**config.mk**
```make
export PLATFORM = sky130hd
export DESIGN_NAME = pwm_db_gen
export DESIGN_NICKNAME = d
export VERILOG_FILES = /design/src/rtl/pwm_db_pkg.sv /design/src/rtl/pwm_db_period_ctr.sv /design/src/rtl/pwm_db_hold_ctr.sv /design/src/rtl/pwm_db_out_dec.sv /design/src/rtl/pwm_db_gen.sv
export SDC_FILE = /design/constraint.sdc
export NUM_CORES = 1
export LEC_CHECK = 0
export BUFFER_PORTS_ARGS = -buffer_cell sky130_fd_sc_hd__buf_4
export CAP_MARGIN = 10
export CORE_ASPECT_RATIO = 1.5
export CORE_MARGIN = 10
export CORE_UTILIZATION = 40
export CTS_CLUSTER_DIAMETER = 80
export DETAILED_ROUTE_END_ITERATION = 10
export PLACE_DENSITY_LB_ADDON = 0.25
export SLEW_MARGIN = 40
export SYNTH_ARGS = -nofsm -noshare
export SYNTH_HDL_FRONTEND = slang
export SYNTH_SLANG_ARGS = --single-unit
```
**constraint.sdc**
```tcl
create_clock -name clk -period 2.7 [get_ports clk]
set_input_delay 0.405 -clock clk [delete_from_list [all_inputs] [get_ports clk]]
set_output_delay 0.405 -clock clk [all_outputs]
set_load 0.03 [all_outputs]
```
**src/rtl/pwm_db_pkg.sv**
```systemverilog
package pwm_db_pkg;

    localparam int unsigned DEF_PER_W = 10;
    localparam int unsigned DEF_DZ_W  = 4;

    // Which output, if any, the current cycle position drives
    typedef enum logic [1:0] {
        PH_BLANK = 2'd0,
        PH_HIGH  = 2'd1,
        PH_LOW   = 2'd2
    } phase_e;

    function automatic logic drives_hi(input phase_e ph);
        return ph == PH_HIGH;
    endfunction

    function automatic logic drives_lo(input phase_e ph);
        return ph == PH_LOW;
    endfunction

endpackage

```
**src/rtl/pwm_db_period_ctr.sv**
```systemverilog
module pwm_db_period_ctr #(
    parameter int unsigned W = 10
) (
    input  logic         clk,
    input  logic         rst,
    input  logic         tick,
    input  logic [W-1:0] load_val,
    output logic [W-1:0] cnt,
    output logic         reload
);

    assign reload = tick && (cnt == '0);

    always_ff @(posedge clk) begin
        if (rst)
            cnt <= '0;
        else if (reload)
            cnt <= load_val;
        else if (tick)
            cnt <= cnt - 1'b1;
    end

    assert_reload_value_R3: assert property (@(posedge clk) disable iff (rst)
        reload |=> cnt == $past(load_val));

    assert_count_step_R3: assert property (@(posedge clk) disable iff (rst)
        (tick && cnt != '0) |=> cnt == W'($past(cnt) - 1'b1));

    assert_idle_hold_R2: assert property (@(posedge clk) disable iff (rst)
        !tick |=> $stable(cnt));

endmodule

```
**src/rtl/pwm_db_hold_ctr.sv**
```systemverilog
module pwm_db_hold_ctr #(
    parameter int unsigned W = 10
) (
    input  logic         clk,
    input  logic         rst,
    input  logic         reload,
    input  logic         step,
    input  logic [W-1:0] load_val,
    output logic [W-1:0] cnt,
    output logic         zero
);

    assign zero = (cnt == '0);

    always_ff @(posedge clk) begin
        if (rst)
            cnt <= '0;
        else if (reload)
            cnt <= load_val;
        else if (step && !zero)
            cnt <= cnt - 1'b1;
    end

    assert_hold_at_zero_R6: assert property (@(posedge clk) disable iff (rst)
        (zero && !reload) |=> zero);

    assert_no_step_R2: assert property (@(posedge clk) disable iff (rst)
        (!reload && !step) |=> $stable(cnt));

endmodule

```
**src/rtl/pwm_db_out_dec.sv**
```systemverilog
module pwm_db_out_dec
    import pwm_db_pkg::*;
#(
    parameter int unsigned PER_W = 10,
    parameter int unsigned DZ_W  = 4
) (
    input  logic [PER_W-1:0] pcnt,
    input  logic [DZ_W-1:0]  dead_lat,
    input  logic             duty_zero,
    input  logic             dead_zero,
    output logic             hi,
    output logic             lo
);

    localparam int unsigned PAD = PER_W - DZ_W;

    logic [PER_W-1:0] dead_wide;
    phase_e           phase;

    assign dead_wide = {{PAD{1'b0}}, dead_lat};

    always_comb begin
        if (!duty_zero)
            phase = PH_HIGH;
        else if (!dead_zero)
            phase = PH_BLANK;
        else if (pcnt > dead_wide)
            phase = PH_LOW;
        else
            phase = PH_BLANK;
    end

    assign hi = drives_hi(phase);
    assign lo = drives_lo(phase);

endmodule

```
**src/rtl/pwm_db_gen.sv**
```systemverilog
module pwm_db_gen
    import pwm_db_pkg::*;
#(
    parameter int unsigned PER_W = DEF_PER_W,
    parameter int unsigned DZ_W  = DEF_DZ_W
) (
    input  logic             clk,
    input  logic             rst,
    input  logic             tick,
    input  logic [PER_W-1:0] period_in,
    input  logic [PER_W-1:0] duty_in,
    input  logic [DZ_W-1:0]  dead_in,
    output logic             pwm_hi,
    output logic             pwm_lo
);

    logic [PER_W-1:0] pcnt;
    logic [PER_W-1:0] dcnt;
    logic [DZ_W-1:0]  zcnt;
    logic [DZ_W-1:0]  dead_lat;
    logic             reload;
    logic             duty_zero;
    logic             dead_zero;

    pwm_db_period_ctr #(.W(PER_W)) u_period (
        .clk      (clk),
        .rst      (rst),
        .tick     (tick),
        .load_val (period_in),
        .cnt      (pcnt),
        .reload   (reload)
    );

    pwm_db_hold_ctr #(.W(PER_W)) u_duty (
        .clk      (clk),
        .rst      (rst),
        .reload   (reload),
        .step     (tick),
        .load_val (duty_in),
        .cnt      (dcnt),
        .zero     (duty_zero)
    );

    // dead interval only runs once the duty interval has expired
    pwm_db_hold_ctr #(.W(DZ_W)) u_dead (
        .clk      (clk),
        .rst      (rst),
        .reload   (reload),
        .step     (tick && duty_zero),
        .load_val (dead_in),
        .cnt      (zcnt),
        .zero     (dead_zero)
    );

    // snapshot of the guard value used for the trailing gap
    always_ff @(posedge clk) begin
        if (rst)
            dead_lat <= '0;
        else if (reload)
            dead_lat <= dead_in;
    end

    pwm_db_out_dec #(.PER_W(PER_W), .DZ_W(DZ_W)) u_dec (
        .pcnt      (pcnt),
        .dead_lat  (dead_lat),
        .duty_zero (duty_zero),
        .dead_zero (dead_zero),
        .hi        (pwm_hi),
        .lo        (pwm_lo)
    );

    assert_hi_rise_on_load_R4: assert property (@(posedge clk) disable iff (rst)
        $rose(pwm_hi) |-> $past(reload));

    assert_duty_zero_low_R5: assert property (@(posedge clk) disable iff (rst)
        (reload && duty_in == '0) |=> !pwm_hi);

    assert_lo_after_expiry_R6: assert property (@(posedge clk) disable iff (rst)
        pwm_lo |-> (duty_zero && dead_zero));

    assert_lat_hold_R9: assert property (@(posedge clk) disable iff (rst)
        !reload |=> $stable(dead_lat));

    assert_zero_period_R10: assert property (@(posedge clk) disable iff (rst)
        (reload && period_in == '0) |=> !pwm_lo);

endmodule

```
==> key figures, run 1 <==
Drt
  – Iteration-0 DRC Markers: 29
  – Vias: 1522
  – Final ANT Viol Nets: 0
  – Avg WL per Cell: 13.9 um
  – Detailed Route WL: 3810 um
  – Drt pass-1 iters: 4
  – DRC: 0
  – Via-to-Cell Ratio: approximately 5.6

CTS
  – CTS clock-pin slew for the worst setup and hold paths: around 0.10 ns
  – Post-CTS Setup Inserts: 0
  – Max clock buf depth: 2
  – CTS Buf Count: 3
  – TritonCTS clock tree: yes
  – Post-cts sizing count: 0
  – Hold buffer count at CTS: 0
  – # clock sinks: 28
  – Clock root buffer: clkbuf_8
  – Max H-tree Level: 1
  – Worst skew pair latency: approximately 0.27 ns

Worst setup path
  – Worst reg2reg path endpoint: u_period.cnt[5]
  – Worst EP required: between 2 and 2.5 ns
  – CP dominant cell by count: o21a_1
  – Worst Setup End Kind: output pin
  – Critical Path Max Stage Delay: 0.39 ns
  – R2R cell count: 8
  – Critical path startpoint category: flip-flop
  – Critical path type: flip-flop to output pin
  – Critical Path, Cell by Cell: inv_1 -> ha_1 -> nor2b_1 -> o21a_1 -> o21a_1 -> o21ai_0 -> a211oi_1 -> buf_4
  – Setup slack, reg-to-reg: slightly above 0.6 ns
  – CP arrival: roughly 1.9 ns
  – RR Startpoint: u_period.cnt[0]
  – Worst-path maximum fanout: 5
  – CP max-delay cell: dfxtp_1

Cells and area
  – Final #Nets: ~260
  – Area Overhead vs Synth: 17.5%
  – N_diodes: 0
  – Commonest non-fill, non-tap cell in the layout: buf_4
  – Share of layout cells above drive strength 1: 18.9%
  – Most frequent cells in the layout: buf_4 (31), dfxtp_1 (28), nor2_1 (23)

Yosys
  – YS warnings: 0
  – Post-Syn Area: 1650 sq um
  – Syn Inst Count: a little over 200
  – Synth cell types: 43
  – Ys async rst share: 0%
  – Synthesized flop and latch total: 28
  – Seq/Total Area, Yosys: between 30% and 40%
  – Post-synth EDFFs: 0
  – Synthesized net count: 240
  – Main synth FF type: dfxtp_1
  – Syn_area_per_cell: ~8 sq um

Floorplanning
  – Die Width: 72.4 um
  – Die area: between 7000 and 8000 sq um
  – Chip height: 98.6 um
  – Initial Util: between 40% and 50%
  – Io pins: 29
  – Core box area: roughly 4000 sq um
  – Row count: 28

Timing
  – Fmax: 444 MHz
  – Max_slew headroom: 45.6%
  – RSZ-0062 raised after global routing: false
  – Minimum clock period after layout: around 2.3 ns
  – Hold Vio Cnt, Final: 0
  – Part of the cycle the worst path needs: between 80% and 90%
  – Fin Setup TNS: 0 ns
  – Final slew viol count: 0
  – Measured slew at the worst slew-check pin: 0.808 ns
  – Fin Clk Skew: 0.00676 ns
  – Final setup vio count: 0

Run status
  – Run status: complete, no violations

GRT
  – Number of global-route vias before repair: roughly 1400
  – Largest net degree at the start of global routing: 30
  – First-pass GRT wire length: 6390 um
  – Global Route Usage Sum: approximately a tenth
  – Grt total ovfl: 0
  – Initial antenna violation count: 0

Min path
  – Hold path depth: 3
  – Hold Path End: u_duty.cnt[1]
  – Min-delay src: duty_in[1]
  – Hold Path Class: input pin to flip-flop

Power
  – Max IR drop VDD: between 0.5 and 0.6 mV
  – Leakage: ~0.76 nW
  – Overall power: approximately 1.9 mW
  – Pwr dens: 999 nW/um^2

Placed design
  – DP HPWL: between 2000 and 3000 um
  – Buffers on Ports: 28
  – RePlAce Congestion: 0.837

Flow run
  – Max cap viols: 0
[final cells by class]
cell class                 instances  area, sq um
fill                             417         2020
multi-input combinational        155          993
sequential                        28          561
timing repair buffer              31          233
tap                               45         56.3
clock buffer                       4         55.1
inverter                          10         37.5
[logic make-up (layout without fill, tap and decap cells)]
logic type | Yosys count | in the layout | share of synthesized area [%]
DFF | 28 | 28 | 34.0
AOI/OAI and AO/OA | 49 | 49 | 19.3
buffers and inverters | 22 | 45 | 5.70
xor gates and xnor gates | 9 | 9 | 4.78
muxes | 1 | 1 | 0.607
adders and majority gates | 8 | 8 | 6.07
and+or+nand+nor | 88 | 88 | 29.5
[how the worst max path moves through the flow]
stage / startpoint / end / slack, ns
after floorplan: u_duty.cnt[0] / pwm_lo / 0.39
final: u_period.cnt[0] / pwm_lo / 0.45
after detailed placement: u_period.cnt[0] / u_period.cnt[5] / 0.60
after global routing: u_duty.cnt[0] / pwm_lo / 0.25
after global placement: u_period.cnt[0] / u_period.cnt[5] / 0.67
after CTS: u_period.cnt[0] / pwm_lo / 0.41
[routing by layer]
metal,GRT usage (%),wire length [um],vias up
met2,18.6,1940,20
met3,2.01,137,6
met4,3.96,64,0
li1,-,-,784
met5,0,0,-
met1,12.2,1670,712
[where the power goes]
group,internal (mW),switching (mW)
clock,0.131,0.130
combinational,0.460,0.525
sequential,0.541,0.147
[registers in the layout (all words and copies together) (netlist names)]
name / cells
u_period.cnt: 10
u_duty.cnt: 10
dead_lat: 4
u_dead.cnt: 4
[synthesized netlist by cell type (2+ instances only)]
cell type | instances | area, sq um
dfxtp_1 | 28 | 561
nor2_1 | 23 | 86.3
nand2_1 | 21 | 78.8
a21oi_1 | 19 | 95.1
a211oi_1 | 13 | 97.6
inv_1 | 10 | 37.5
nor3_1 | 10 | 50.1
ha_1 | 8 | 100
o21ai_0 | 7 | 35.0
buf_2 | 6 | 30.0
clkbuf_1 | 5 | 18.8
xor2_1 | 5 | 43.8
xnor2_1 | 4 | 35.0
nand2b_1 | 3 | 18.8
nand3b_1 | 3 | 22.5
nor4_1 | 3 | 18.8
o21a_1 | 3 | 22.5
or4_1 | 3 | 22.5
and3_1 | 2 | 12.5
nand3_1 | 2 | 10.0
nand4_1 | 2 | 12.5
nor2b_1 | 2 | 12.5
nor3_2 | 2 | 20.0
nor3b_1 | 2 | 15.0
[per-stage QoR]
stage	utilization [%]	worst slack (ns)	instance area, sq um	hold WS (ns)	instances
2_1_floorplan	-	0.388	1650	0.436	205
3_3_place_gp	47.5	0.669	1880	0.446	269
3_5_place_dp	47.5	0.597	1880	0.458	269
4_1_cts	48.9	0.410	1940	0.372	273
5_1_grt	48.9	0.246	1940	0.371	273
6_report	48.9	0.446	1940	0.381	273
[worst max-delay path: cells and delay by family, from the launching register on]
kind	cells	cell delay, ns
AO/OA/AOI/OAI	4	0.58
adder cells (fa/ha/maj)	1	0.20
buffers and inverters	2	0.32
flip-flops	1	0.39
AND/OR/NAND/NOR	1	0.10
(Power assumes the default switching activity.)
==> inputs of run 2 (changes only) <==
Settings changed: ABC_AREA from default to 1.
Clock period 2.7 ns to 2.3 ns, I/O delays scaled along.
==> key figures, run 2 <==
Run status
  – Run status: complete, no violations

Cells and area
  – Post-Layout Cell Count: 368 (+35%)
  – Final #Nets: 340 (+29%)
  – N_diodes: 0 (unchanged)
  – Share of layout cells above drive strength 1: 17.1% (-1.8 points)
  – Final Instance Area: 2160 sq um (+12%)
  – Final design utilization: 47.6% (-1.3 points)
  – # fillers: 491 (+18%)
  – Most frequent cells in the layout: nand2_1 (65), inv_1 (33), buf_4 (31)
  – Biggest regs: u_duty.cnt x10, u_period.cnt x10
  – Commonest non-fill, non-tap cell in the layout: nand2_1
  – Area Overhead vs Synth: 15.3%

CTS
  – TritonCTS clock tree: yes
  – Max clock buf depth: 2 (unchanged)
  – CTS Buf Count: 3 (unchanged)
  – Max H-tree Level: 1 (unchanged)
  – Clock root buffer: clkbuf_8
  – Worst skew pair latency: 0.28 ns (about the same)
  – Post-cts sizing count: 0 (unchanged)
  – Post-CTS Setup Inserts: 0 (unchanged)
  – # clock sinks: 28 (unchanged)
  – CTS clock-pin slew for the worst setup and hold paths: 0.10 ns (about the same)
  – Hold buffer count at CTS: 0 (unchanged)

Drt
  – WL met2: 2240 um (+15%)
  – Final ANT Viol Nets: 0 (unchanged)
  – Met3 wire length: 244 um (+78%)
  – Via-to-Cell Ratio: 4.85 (-13%)
  – Detailed Route WL: 4390 um (+15%)
  – Vias: 1784 (+17%)
  – Avg WL per Cell: 11.9 um (-14%)
  – Top Metal Used: met4
  – DRC: 0 (unchanged)
  – M1 wire length: 1840 um (+10%)
  – Iteration-0 DRC Markers: 86 (+200%)
  – Drt pass-1 iters: 4 (unchanged)

Yosys
  – Seq/Total Area, Yosys: 29.9% (-4.1 points)
  – Share of the synthesized area in the top cell type: 29.9% (-4.1 points)
  – Post-synth EDFFs: 0 (unchanged)
  – YS warnings: 0 (unchanged)
  – Synthesized net count: 314 (+31%)
  – Synthesized flop and latch total: 28 (unchanged)
  – Syn_area_per_cell: 6.72 sq um (-16%)
  – Synth area leader: dfxtp_1
  – Post-synth top cells: nand2_1 (65), inv_1 (33), dfxtp_1 (28)
  – Ys async rst share: 0% (unchanged)
  – Post-Syn Area: 1870 sq um (+14%)
  – Cell with the most instances after synthesis: nand2_1
  – Main synth FF type: dfxtp_1
  – Largest cells by area after synthesis: dfxtp_1 (30%), nand2_1 (13%), a21oi_1 (6.9%)
  – Syn Inst Count: 279 (+36%)
  – Synth cell types: 32 (-26%)

Timing
  – Max_slew headroom: 72.9% (+27 points)
  – Hold Vio Cnt, Final: 0 (unchanged)
  – RSZ-0062 raised after global routing: false
  – Fmax: ~510 MHz
  – Final slew viol count: 0 (unchanged)
  – Fin Clk Skew: 0.0117 ns (+0.00499 ns)
  – Minimum clock period after layout: between 1.5 and 2 ns
  – Fin Setup TNS: 0 ns (unchanged)
  – Part of the cycle the worst path needs: roughly 85%
  – Measured slew at the worst slew-check pin: 0.406 ns (-0.402 ns)
  – Final setup vio count: 0 (unchanged)

Worst setup path
  – Delay-heaviest family, CP: compound AO/OA/AOI/OAI gates
  – Critical Path Max Stage Delay: 0.37 ns (-0.02 ns)
  – Worst EP required: 1.96 ns (-0.34 ns)
  – Worst Setup End Kind: output pin
  – Critical Path, Cell by Cell: ha_1 -> nand2_1 -> o21ai_0 -> o21ai_0 -> a21oi_1 -> buf_4
  – CP arrival: 1.60 ns (-0.25 ns)
  – CP dominant cell by count: o21ai_0
  – Crit path buf inv count: 1 (-1)
  – CP max-delay cell: dfxtp_1
  – Critical path startpoint category: flip-flop
  – Critical path type: flip-flop to output pin
  – Worst-path maximum fanout: 6 (+1)

Placed design
  – Buffers on Ports: 28 (unchanged)
  – DP Cell Count: 364 (+35%)
  – Placed Area: 2110 sq um (+12%)
  – DP HPWL: 3440 um (+17%)
  – RePlAce Congestion: 0.843 (+0.68%)

Floorplanning
  – Chip height: 104 um (+5.3%)
  – Io pins: 29 (unchanged)
  – Die Width: 75.9 um (+4.8%)
  – Row count: 30 (+7.1%)
  – Initial Util: 41.3% (-0.36 points)
  – Core box area: 4540 sq um (+15%)
  – Die area: 7880 sq um (+10%)

Power
  – Power Internal: 1.33 mW (+17%)
  – Reg power frac: 30.1% (-5.5 points)
  – Switching Share: 46.1% (+4.6 points)
  – Leakage: 0.993 nW (+30%)
  – Clock power share: 12.7% (-0.8 points)
  – Max IR drop VDD: 0.558 mV (+9.8%)
  – Switch Pwr: 1.14 mW (+41%)
  – Pwr dens: 1140 nW/um^2 (+14%)
  – Combinational power share: 57.2% (+6.3 points)

GRT
  – First-pass GRT wire length: 7460 um (+17%)
  – Initial antenna violation count: 0 (unchanged)
  – Grt total ovfl: 0 (unchanged)
  – Largest net degree at the start of global routing: 18 (-40%)
  – Number of global-route vias before repair: 1710 (+21%)
  – Global Route Usage Sum: 11.8% (+1.2 points)

Flow run
  – Max cap viols: 0 (unchanged)

Min path
  – Hold Path Class: input pin to flip-flop
run 2: metrics by stage:
stage / hold WS, ns / total power, mW / setup WS, ns
final: 0.306 / 2.46 / 0.355
after floorplan: 0.444 / 1.91 / 0.563
after detailed placement: 0.464 / 2.17 / 0.425
after CTS: 0.302 / 2.48 / 0.339
after global routing: 0.329 / 2.72 / 0.202
after global placement: 0.459 / 2.15 / 0.472
run 2: cell type report:
class / instances / area (sq um) / share of cell area [%]
Timing Repair Buffer: 31 / 233 / 10.8
Multi-Input combinational cell: 207 / 1100 / 50.9
Inverter: 34 / 133 / 6.14
Clock buffer: 4 / 55.1 / 2.55
Sequential cell: 28 / 561 / 25.9
Tap cell: 64 / 80.1 / 3.71
run 2: power by group through the flow:
stage	combinational, mW	sequential, mW	clock [mW]
floorplan	1.18	0.726	0
global placement	1.40	0.748	0
detailed placement	1.42	0.751	0
CTS	1.42	0.740	0.320
global route	1.62	0.762	0.339
finish	1.41	0.742	0.312
run 2: routing by layer:
layer	vias to the layer above	global-route usage (%)
li1	944	-
met1	799	13.5
met2	36	19.7
met3	5	2.67
met4	0	5.07
met5	-	0
run 2: kinds of logic (layout without fill, tap and decap cells):
family / Yosys count / after routing / synth area share, %
DFF: 28 / 28 / 29.9
xor gates and xnor gates: 8 / 8 / 3.74
adders and majority gates: 8 / 8 / 5.34
and+or+nand+nor: 135 / 135 / 33.6
AOI/OAI and AO/OA: 56 / 56 / 16.0
buffers and inverters: 44 / 69 / 11.4
run 2: tightest hold or removal path, stage by stage:
cell     delay [ns]
buf_4          0.10
nand2_1        0.05
a21oi_1        0.05
run 2: worst paths after layout:
check             slack [ns]         endpoint  depth (start not counted)       startpoint
setup reg to reg        0.40  u_period.cnt[7]                          9  u_period.cnt[0]
hold reg to reg         0.47      dead_lat[2]                          2      dead_lat[2]
setup / recovery        0.36           pwm_lo                          6  u_period.cnt[3]
hold / removal          0.31    u_duty.cnt[1]                          3       duty_in[1]
==> inputs of run 3 (changes only) <==
Clock period 2.3 ns to 1.75 ns, I/O delays scaled along.
==> key figures, run 3 (synthesized netlist as in run 2, its figures left out) <==
Power
  – Power Internal: 1.79 mW (+35%)
  – Clock power share: 10.4% (-2.3 points)
  – Combinational power share: 60.5% (+3.3 points)
  – Reg power frac: 29.1% (-1.0 points)
  – Switch Pwr: 1.56 mW (+38%)
  – Pwr dens: 1440 nW/um^2 (+26%)
  – Leakage: 1.05 nW (+6.2%)
  – Switching Share: 46.5% (+0.44 points)
  – Max IR drop VDD: 0.811 mV (+45%)

Floorplanning
  – Io pins: 29 (unchanged)
  – Chip height: 104 um (unchanged)
  – Initial Util: 41.3% (unchanged)
  – Die Width: 75.9 um (unchanged)
  – Row count: 30 (unchanged)
  – Core box area: 4540 sq um (unchanged)
  – Die area: 7880 sq um (unchanged)

Cells and area
  – # fillers: 481 (-2.0%)
  – Most frequent cells in the layout: nand2_1 (64), buf_4 (37), inv_1 (30)
  – Commonest non-fill, non-tap cell in the layout: nand2_1
  – Register Area: 569 sq um (+1.6%)
  – Final #Nets: 351 (+3.2%)
  – Area Overhead vs Synth: 24.2%
  – Multi-input logic area: 1170 sq um (+6.4%)
  – N_diodes: 0 (unchanged)
  – Share of layout cells above drive strength 1: 25.8% (+8.7 points)
  – Biggest regs: u_duty.cnt x10, u_period.cnt x10

CTS
  – CTS clock-pin slew for the worst setup and hold paths: 0.09 ns (about the same)
  – TritonCTS clock tree: yes
  – # clock sinks: 28 (unchanged)
  – Max clock buf depth: 2 (unchanged)
  – Worst skew pair latency: 0.27 ns (about the same)
  – Hold buffer count at CTS: 0 (unchanged)
  – CTS Buf Count: 3 (unchanged)
  – Max H-tree Level: 1 (unchanged)
  – Clock root buffer: clkbuf_8

Worst setup path
  – Worst Setup End Kind: output pin
  – Critical path startpoint category: flip-flop
  – Setup slack, reg-to-reg: 0.12 ns (-0.28 ns)
  – Critical Path Max Stage Delay: 0.32 ns (-0.05 ns)
  – Critical Path, Cell by Cell: inv_1 -> ha_1 -> nand2_1 -> nor2_2 -> nand3_2 -> a21oi_2 -> buf_6
  – Delay-heaviest family, CP: simple AND/OR/NAND/NOR gates
  – Critical path type: flip-flop to output pin
  – Crit path buf inv count: 2 (+1)
  – Worst EP required: 1.49 ns (-0.47 ns)
  – R2R cell count: 9 (unchanged)
  – CP arrival: 1.51 ns (-0.09 ns)
  – CP max-delay cell: dfxtp_1
  – Worst-path maximum fanout: 3 (-3)
  – RR Startpoint: u_period.cnt[1]
  – Worst reg2reg path endpoint: u_duty.cnt[4]

GRT
  – Largest net degree at the start of global routing: 18 (unchanged)
  – Initial antenna violation count: 0 (unchanged)
  – Global Route Usage Sum: 12.0% (+0.17 points)
  – First-pass GRT wire length: 7740 um (+3.8%)
  – Grt total ovfl: 0 (unchanged)
  – Number of global-route vias before repair: 1814 (+6.1%)

Drt
  – Avg WL per Cell: 12.1 um (+1.1%)
  – DRC: 0 (unchanged)
  – Drt pass-1 iters: 4 (unchanged)
  – Detailed Route WL: 4560 um (+3.8%)
  – Vias: 1808 (+1.3%)
  – Final ANT Viol Nets: 0 (unchanged)
  – Via-to-Cell Ratio: 4.78 (-1.3%)
  – Iteration-0 DRC Markers: 77 (-10%)

Run status
  – Run status: finished, violations left
  – Failing checks: negative setup slack

Timing
  – Part of the cycle the worst path needs: 102%
  – Final setup vio count: 1 (+1)
  – PnR worst setup slack: -0.0275 ns (-0.383 ns)
  – Fin Clk Skew: 0.00260 ns (-0.00914 ns)
  – Max_slew headroom: 73.5% (+0.55 points)
  – Minimum clock period after layout: 1.78 ns
  – Final slew viol count: 0 (unchanged)
  – RSZ-0062 raised after global routing: true
  – Fmax: roughly 560 MHz
  – Hold Vio Cnt, Final: 0 (unchanged)
  – Measured slew at the worst slew-check pin: 0.397 ns (-0.00827 ns)
  – Minimum hold slack: 0.241 ns (-0.0646 ns)
  – Fin Setup TNS: -0.0275 ns (-0.0275 ns)

Min path
  – Hold path depth: 3 (unchanged)
  – Hold Path End: u_duty.cnt[1]
  – Min-delay src: duty_in[1]
  – Hold Path Class: input pin to flip-flop

Placed design
  – DP HPWL: 3520 um (+2.3%)
  – Buffers on Ports: 28 (unchanged)
  – RePlAce Congestion: 0.836 (-0.80%)

Flow run
  – Max cap viols: 0 (unchanged)
==> run 3: cell count changes in the layout (fill, tap and decap cells not counted), sizes merged <==
| cell | before | now |
|---|---|---|
| buf | 31 | 42 |
| clkbuf | 4 | 3 |
==> run 3: worst max-delay path by stage <==
| stage | cells after the start | startpoint | slack, ns | endpoint |
|---|---|---|---|---|
| 3_5_place_dp | 9 | u_period.cnt[0] | 0.04 | u_duty.cnt[4] |
| 6_report | 7 | u_dead.cnt[0] | -0.03 | pwm_lo |
| 5_1_grt | 7 | u_dead.cnt[0] | -0.14 | pwm_lo |
| 2_1_floorplan | 5 | u_period.cnt[3] | 0.1 | pwm_lo |
| 3_3_place_gp | 9 | u_period.cnt[0] | 0.1 | u_duty.cnt[4] |
| 4_1_cts | 7 | u_period.cnt[1] | -0.09 | pwm_lo |
==> run 3: metal layers <==
layer	GRT usage, %	wire length (um)	vias to the layer above
li1	-	-	963
met1	13.5	1890	810
met2	20.8	2370	27
met3	3.06	226	8
met4	3.60	71	0
met5	0	0	-
==> run 3: worst reg2reg max path, stage by stage, from the launching register on <==
cell and delay (ns):
dfxtp_2 0.34, inv_1 0.07, ha_1 0.16, nand3_1 0.12, nor2_2 0.14, nand2_2 0.13
buf_6 0.20, or2_0 0.23, nand3_1 0.07, a21oi_1 0.06
==> run 3: what timing repair did <==
item                                   CTS  global route
pin swaps                                4             6
buffers inserted                         1             2
resized for setup                       14            15
setup endpoints to repair                1            17
endpoints found under the hold margin    0             0
==> run 3: final cells by class <==
cell class | instances | area share (%)
repair buffers | 42 | 14.4
inverters | 34 | 5.70
clock buffers | 3 | 1.77
well taps | 64 | 3.44
flip-flops and latches | 28 | 24.5
multi-input cells | 207 | 50.3
==> run 3: per-stage QoR <==
stage                     utilization [%]  total power, mW  area [sq um]  cells  setup slack [ns]
final                                51.2             3.35          2330    378           -0.0275
after global routing                 51.2             3.72          2330    378            -0.144
after CTS                            49.8             3.30          2260    376           -0.0939
after detailed placement             47.7             2.89          2170    372            0.0433
after global placement               47.7             2.86          2170    372            0.0985
after floorplan                         -             2.51          1870    279            0.0959
==> run 3: power groups by stage <==
stage | registers [mW] | clock network [mW] | logic, mW
final | 0.977 | 0.349 | 2.03
after global routing | 1.00 | 0.388 | 2.33
after CTS | 0.970 | 0.362 | 1.97
after detailed placement | 0.978 | 0 | 1.91
after global placement | 0.977 | 0 | 1.89
after floorplan | 0.954 | 0 | 1.55
